File: config.mk
export PLATFORM = sky130hd
export DESIGN_NAME = walk_queue
export DESIGN_NICKNAME = d
export VERILOG_FILES = /design/src/rtl/walk_queue.sv
export SDC_FILE = /design/constraint.sdc
export NUM_CORES = 1
export LEC_CHECK = 0
export BUFFER_PORTS_ARGS = -buffer_cell sky130_fd_sc_hd__buf_4
export CAP_MARGIN = 20
export CORE_AREA = 2 2 95 188
export DETAILED_ROUTE_END_ITERATION = 7
export DIE_AREA = 0 0 97 190
export GPL_TIMING_DRIVEN = 0
export PLACE_DENSITY = 0.77
export SLEW_MARGIN = 20
export SYNTH_ARGS = -nofsm -noshare
export SYNTH_HDL_FRONTEND = slang
export SYNTH_SLANG_ARGS = --single-unit
File: constraint.sdc
create_clock -name clk -period 3.4 [get_ports clk]
set_input_delay 1.02 -clock clk [delete_from_list [all_inputs] [get_ports clk]]
set_output_delay 1.02 -clock clk [all_outputs]
set_load 0.01 [all_outputs]
File: src/rtl/walk_queue.sv
module walk_queue #(
  parameter int DEPTH      = 4,
  parameter int ID_W       = 3,
  parameter int VA_W       = 32,
  parameter int SQUASH_MAX = 2
) (
  input  logic                  clk,
  input  logic                  rst_n,
  input  logic                  req_valid,
  output logic                  req_ready,
  input  logic [ID_W-1:0]       req_id,
  input  logic [VA_W-1:0]       req_va,
  input  logic [(1<<ID_W)-1:0]  cancel,
  output logic                  walk_start,
  output logic [ID_W-1:0]       walk_id,
  output logic [VA_W-1:0]       walk_va,
  input  logic                  walk_done,
  output logic                  sq_valid,
  output logic [ID_W-1:0]       sq_id
);
  localparam int PTR_W = (DEPTH > 1) ? $clog2(DEPTH) : 1;
  localparam int CNT_W = $clog2(DEPTH + 1);
  localparam int BUD_W = $clog2(SQUASH_MAX + 2);

  typedef enum logic [1:0] {ST_IDLE, ST_BUSY, ST_SCAN} st_t;

  st_t               state;
  logic [ID_W-1:0]   q_id [DEPTH];
  logic [VA_W-1:0]   q_va [DEPTH];
  logic [DEPTH-1:0]  q_started;
  logic [PTR_W-1:0]  head, tail;
  logic [CNT_W-1:0]  count;
  logic [BUD_W-1:0]  budget;

  function automatic logic [PTR_W-1:0] step(input logic [PTR_W-1:0] p);
    return (p == PTR_W'(DEPTH - 1)) ? '0 : p + 1'b1;
  endfunction

  logic empty, push, pop, head_cancel, finish, do_squash, do_launch;

  assign empty       = (count == '0);
  assign req_ready   = (count < CNT_W'(DEPTH));
  assign push        = req_valid && req_ready;
  assign head_cancel = cancel[q_id[head]];
  assign finish      = (state == ST_BUSY) && walk_done;
  assign do_squash   = (state == ST_SCAN) && !empty && head_cancel &&
                       (budget < BUD_W'(SQUASH_MAX));
  assign do_launch   = !empty && !q_started[head] &&
                       ((state == ST_IDLE) || ((state == ST_SCAN) && !do_squash));
  assign pop         = finish || do_squash;

  always_ff @(posedge clk) begin
    if (push) begin
      q_id[tail] <= req_id;
      q_va[tail] <= req_va;
    end
  end

  always_ff @(posedge clk) begin
    if (!rst_n) begin
      state      <= ST_IDLE;
      head       <= '0;
      tail       <= '0;
      count      <= '0;
      budget     <= '0;
      q_started  <= '0;
      walk_start <= 1'b0;
      walk_id    <= '0;
      walk_va    <= '0;
      sq_valid   <= 1'b0;
      sq_id      <= '0;
    end else begin
      walk_start <= do_launch;
      sq_valid   <= do_squash;
      if (do_launch) begin
        walk_id         <= q_id[head];
        walk_va         <= q_va[head];
        q_started[head] <= 1'b1;
      end
      if (do_squash) begin
        sq_id  <= q_id[head];
        budget <= budget + 1'b1;
      end
      if (push) begin
        q_started[tail] <= 1'b0;
        tail            <= step(tail);
      end
      if (pop) head <= step(head);
      count <= count + CNT_W'(push) - CNT_W'(pop);
      case (state)
        ST_IDLE: if (do_launch) state <= ST_BUSY;
        ST_BUSY: if (walk_done) begin
          state  <= ST_SCAN;
          budget <= '0;
        end
        ST_SCAN: begin
          if (do_launch)   state <= ST_BUSY;
          else if (empty)  state <= ST_IDLE;
        end
        default: state <= ST_IDLE;
      endcase
    end
  end

  logic             chk_active;
  logic [BUD_W-1:0] chk_sq;
  always_ff @(posedge clk) begin
    if (!rst_n) begin
      chk_active <= 1'b0;
      chk_sq     <= '0;
    end else begin
      chk_active <= (chk_active || walk_start) && !walk_done;
      if (walk_done)     chk_sq <= '0;
      else if (sq_valid) chk_sq <= chk_sq + 1'b1;
    end
  end


  one_walk_chk: assert property (@(posedge clk) disable iff (!rst_n)
    walk_start |-> !chk_active);

  start_pulse_chk: assert property (@(posedge clk) disable iff (!rst_n)
    walk_start |=> !walk_start);

  sq_idle_chk: assert property (@(posedge clk) disable iff (!rst_n)
    sq_valid |-> !chk_active && !walk_start);

  sq_budget_chk: assert property (@(posedge clk) disable iff (!rst_n)
    sq_valid |-> chk_sq < BUD_W'(SQUASH_MAX));

  no_overflow_chk: assert property (@(posedge clk) disable iff (!rst_n)
    count <= CNT_W'(DEPTH));

  full_hold_chk: assert property (@(posedge clk) disable iff (!rst_n)
    (!req_ready && !walk_done && !sq_valid && state == ST_BUSY) |=> $stable(tail));
endmodule

==> reports/metrics.cfg, run 1 <==
[place]
port_buffers = 86
gp_congestion = 0.824
dpl.hpwl_um = 12800
post-place-ws_ps = -49.6
place_area_um2 = 9340

[yosys]
synth_fp_nets = 652
netlist.area_leader.share_pct = 50.5
ys_top_cells_by_count = 140 x edfxtp_1, 80 x nand2_1, 57 x dfxtp_1, 39 x o21ai_0
avgSynthCellArea_um2 = 14.0
yosys-top-cells-area = edfxtp_1 51%, dfxtp_1 14%, mux4_2 9.7%
ys.flop_type = edfxtp_1
synth.largest_area_cell = edfxtp_1
synth_edf_count = 140
synthMostInstantiatedCell = edfxtp_1
ys_warn_count = 0
syn_area_um2 = 8320
ys_ff_latch = 197
synth-async-reset-ratio_pct = 0
yosysSeqAreaShare_pct = 64.2
synthCells = 594
netlist-cell-type-count = 42

[pwr]
total_power_w = 0.00745
peakVddDrop_v = 0.000528
p_leak_nw = 3.56
pwr_density_cell_nw_per_um2 = 744

[route]
route.detailed.drc = 0
viasPerCell = 5.96
ant_nets = 0
dr.first_iter.drc_count = 348
num_vias = 5536
drtPass1Iterations = 5
wl_per_cell_um = 20.2
routed_wl_um = 18800

[cts]
clkTransAtPathRegs_ps = 70
cts-root-buf = clkbuf_16
cts_tree = done
cts_made_buffers = 17
cts_hold_buffers = 0
insertion_delay_ps = 430
cts_buffer_depth = 2
cts.sinks = 197
cts.htree.levels = 4

[grt]
grt_util_all_layers_pct = 20.8
antenna_found_initial = 0
grt_max_degree = 20
grt_pass1_wl_um = 29900
grt_pass1_vias = 5636
grt_overflow = 0

[final_layout]
nNetsFinal = 764
design_area_um2 = 10000
diodes = 0
syn2layout_area_growth_pct = 20.2
drive_above_1_share_pct = 27.1

[floorplanning]
io_pins = 88
start_util_pct = 48.7
fp.dieW_um = 97
rows = 68
core_area_um2 = 17100
die_y_um = 190
die_area_um2 = 18400

[timing]
finClkSkew_ps = 9.31
setup_viol = 0
worstMarginPinSlew_ps = 889
slew_headroom_pct = 40.3
fmax_mhz = 317
setup_ws_ps = 244
fin_crit_ps = 3160
fin_crit_sh_pct = 92.8
tns_ps = 0
slew_viol_final = 0
finalHoldViolations = 0

[outcome]
outcome = completed

[flow_run]
maxCapViolations = 0

[critical_path]
crit_type = reg -> reg
worstPathArrival_ps = 3480
required_ps = 3720
cp-end-kind = flop
path_max_fanout = 5
crit_path_start_kind = flop

[min_path]
hp-class = reg -> reg

[cells in the final DEF, fill, tap and decap left out, types with 3 or more instances in the layout]
cell type / n
clkbuf_1: 26
nand3_1: 8
buf_4: 90
nand2_1: 80
o2111ai_1: 32
nand4_1: 5
buf_2: 6
buf_6: 7
nor2_1: 12
inv_6: 4
inv_1: 9
clkinv_4: 3
and3_1: 34
mux2i_2: 3
dfxtp_1: 56
or4_1: 36
a21oi_1: 3
clkbuf_16: 17
buf_16: 4
inv_8: 4
o21ai_0: 39
mux4_2: 36
edfxtp_1: 140
buf_1: 7
mux2i_1: 4
nor3_1: 4
inv_2: 4
ha_1: 10
[cell type report]
class                           count  area (µm²)
Buffer                             47         240
Clock buffer                       17         425
Clock inverter                     15         161
Fill cell                        1327        7100
Inverter                           14        52.6
Multi-Input combinational cell    336        2740
Sequential cell                   197        5350
Tap cell                          210         263
Timing Repair Buffer               93         778
[repair_timing]
action,in CTS,in global routing
setup endpoints to repair,1,1
pin swaps,0,3
gates resized for setup,1,10
setup buffers,0,3
[sequential cells by signal (all words and copies together), names as in the netlist, named ones only]
name and cells:
walk_start 1, budget 2, tail 2, q_id 12, walk_va 32, sq_id 3
walk_id 3, state 2, count 3, sq_valid 1, q_started 4, head 2
q_va 128
[path summary, 6_finish.rpt]
kind | from | end | slack (ps) | cells past startpoint
worst max register to register | flop | count[2] | 240 | 13
worst max-delay path | flop | count[2] | 240 | 13
worst min-delay path | walk_id[0] | walk_id[0] | 470 | 2
worst min register to register | walk_id[0] | walk_id[0] | 470 | 2
[metal layers]
metal | up-vias | global-route usage [%] | part of all wire [%]
met3 | 37 | 4.08 | 6.7
met5 | - | 0 | 0
li1 | 2562 | - | -
met2 | 247 | 35.0 | 51
met4 | 0 | 8.29 | 2.6
met1 | 2690 | 26.6 | 40
[power breakdown]
| group | leakage, nW | total, W | internal (W) | switching [W] |
|---|---|---|---|---|
| Sequential | 1.75 | 0.00320 | 0.00298 | 0.000220 |
| Combinational | 1.52 | 0.00226 | 0.000978 | 0.00128 |
| Clock | 0.291 | 0.00199 | 0.00105 | 0.000942 |
[per-stage QoR]
step           utilization, %  cells  hold WS, ps
2_1_floorplan               -    594          438
3_3_place_gp             54.0    890          446
3_5_place_dp             54.6    894          459
4_1_cts                  58.1    926          470
5_1_grt                  58.5    929          493
6_report                 58.5    929          471
[worst max-delay path: stages (launching register included)]
cell     delay, ps
dfxtp_2        380
mux4_2         650
mux2i_2        230
a31oi_2        300
nand3_2        160
nand2_1        110
ha_1           230
inv_1           60
ha_1           140
inv_1           50
fa_1           400
xnor2_2        160
xnor2_1        140
nor2_1          50
[cell families (layout without fill, tap and decap cells)]
| logic type | Yosys count | in the layout | share of synthesized area [%] |
|---|---|---|---|
| adder cells (fa/ha/maj) | 11 | 11 | 1.74 |
| buffers and inverters | 61 | 186 | 3.52 |
| flip-flops | 197 | 197 | 64.2 |
| AO/OA/AOI/OAI | 89 | 89 | 7.55 |
| AND/OR/NAND/NOR | 189 | 189 | 11.9 |
| multiplexers | 45 | 45 | 10.8 |
| XOR/XNOR | 2 | 2 | 0.211 |
No activity file was read; power rests on OpenSTA's default activity.
==> run 2, diff against run 1 <==
--- a/config.mk
+++ b/config.mk
@@ -7,11 +7,12 @@
 export LEC_CHECK = 0
 export BUFFER_PORTS_ARGS = -buffer_cell sky130_fd_sc_hd__buf_4
 export CAP_MARGIN = 20
-export CORE_AREA = 2 2 95 188
+export CORE_AREA = 2 2 133 264
 export DETAILED_ROUTE_END_ITERATION = 7
-export DIE_AREA = 0 0 97 190
+export DIE_AREA = 0 0 135 266
 export GPL_TIMING_DRIVEN = 0
-export PLACE_DENSITY = 0.77
+export PLACE_DENSITY = 0.49
+export REMOVE_ABC_BUFFERS = 1
 export SLEW_MARGIN = 20
 export SYNTH_ARGS = -nofsm -noshare
 export SYNTH_HDL_FRONTEND = slang
==> reports/metrics.cfg, run 2 (synthesis gave the netlist of run 1 again) <==
[cts]
cts-root-buf = clkbuf_16
cts_made_buffers = 17
cts_buffer_depth = 2
cts.sinks = 197
cts.htree.levels = 4
cts_hold_buffers = 0
insertion_delay_ps = 440
clkTransAtPathRegs_ps = 70
cts_tree = done

[place]
place_area_um2 = 9460
port_buffers = 87
dpl.hpwl_um = 12400
gp_congestion = 0.702
post-place-ws_ps = -179

[route]
wl_per_cell_um = 18.3
num_vias = 5259
drtPass1Iterations = 4
viasPerCell = 4.70
routed_wl_um = 20500
route.detailed.drc = 0
dr.first_iter.drc_count = 385
ant_nets = 0

[min_path]
hp-class = reg -> reg

[critical_path]
required_ps = 3730
crit_path_start_kind = flop
cp_slowest_cell = mux4_2
crit_chain = mux4_2, mux2i_2, a22oi_2, nand3_4, nand2_1, ha_1, inv_1, ha_1, inv_1, fa_1, xnor2_1, xnor2_1, nor2_1
path_max_fanout = 5
worst-path-buf-inv = 2
slowest_delay_ps = 650
cpLargestDelayFamily = multiplexers
worstPathArrival_ps = 3520
cp-end-kind = flop
crit_type = reg -> reg

[final_layout]
layout_common_cells = 140 x edfxtp_1, 93 x buf_4, 80 x nand2_1, 54 x dfxtp_1, 39 x o21ai_0
nNetsFinal = 722
fin_util_pct = 29.7
design_area_um2 = 10100
fill_cells = 3489
final_common_cell = edfxtp_1
regMostFlops = q_va
largest_register_ffs = 128
largestRegisters = q_va (128), walk_va (32), q_id (12)
drive_above_1_share_pct = 27.6
syn2layout_area_growth_pct = 21.9

[timing]
fmax_mhz = 314
setup_viol = 0
worstMarginPinSlew_ps = 989
fin_crit_ps = 3190
finalHoldViolations = 0
slew_viol_final = 0
rsz0062_at_grt = no
slew_headroom_pct = 34.1
setup_ws_ps = 212
fin_crit_sh_pct = 93.8
finClkSkew_ps = 7.83

[floorplanning]
start_util_pct = 24.4
fp.dieW_um = 135
rows = 96
io_pins = 88
die_y_um = 266
die_area_um2 = 35900
core_area_um2 = 34100

[grt]
grt_util_all_layers_pct = 11.8
grt_pass1_wl_um = 31100
grt_max_degree = 89
antenna_found_initial = 1
grt_pass1_vias = 5335
grt_overflow = 0

[pwr]
p_leak_nw = 3.49
pwr_density_cell_nw_per_um2 = 745
peakVddDrop_v = 0.000374

[outcome]
outcome = completed

[flow_run]
maxCapViolations = 0

-- run 2: cell types whose count changed in the layout (fill, tap and decap cells not counted), sizes merged --
cell	previous run	this run
clkbuf	43	18
clkinvlp	0	2
diode	0	1
clkinv	7	5
bufinv	1	4
buf	114	98
inv	21	17
-- run 2: timing repair --
action	4_1_cts	5_1_grt
pin swaps	0	1
resized for setup	4	6
setup endpoints to repair	1	1
buffers inserted	0	0
-- run 2: through the flow --
step           total power (W)  instances  hold slack (ps)  setup TNS, ps
5_1_grt                0.00799       1119              477              0
2_1_floorplan          0.00419        547              438         -86760
3_5_place_dp           0.00550       1086              457           -185
6_report               0.00756       1119              464              0
3_3_place_gp           0.00497       1075              453        -281510
4_1_cts                0.00768       1118              471              0
-- run 2: path summary, 6_finish.rpt --
kind	start	end	slack, ps	cells past startpoint
max	flop	count[2]	210	13
min	walk_id[0]	walk_id[0]	460	2
max reg2reg	flop	count[2]	210	13
min reg2reg	walk_id[0]	walk_id[0]	460	2
-- run 2: tightest hold or removal path, cell delays in order, from the launching register on --
cell     delay (ps)
dfxtp_1         320
nand2_1          50
mux2i_1          50
-- run 2: power breakdown --
group / switching [W] / internal, W / total (W)
combinational: 0.00124 / 0.000967 / 0.00221
sequential: 0.000224 / 0.00298 / 0.00320
clock: 0.000905 / 0.00124 / 0.00215
-- run 2: routing by layer --
| layer | share of wire (%) | global-route usage [%] |
|---|---|---|
| met5 | 0 | 0 |
| met4 | 1.9 | 4.98 |
| met3 | 3.3 | 3.03 |
| met2 | 57 | 22.4 |
| met1 | 38 | 11.8 |
-- run 2: layout make-up --
class	instances	area, µm²	area share, %
sequential	197	5350	52.8
multi-input combinational	336	2750	27.1
timing repair buffer	98	806	7.94
tap	441	552	5.44
clock buffer	18	429	4.23
clock inverter	14	199	1.96
inverter	14	52.6	0.518
antenna	1	2.50	0.0247
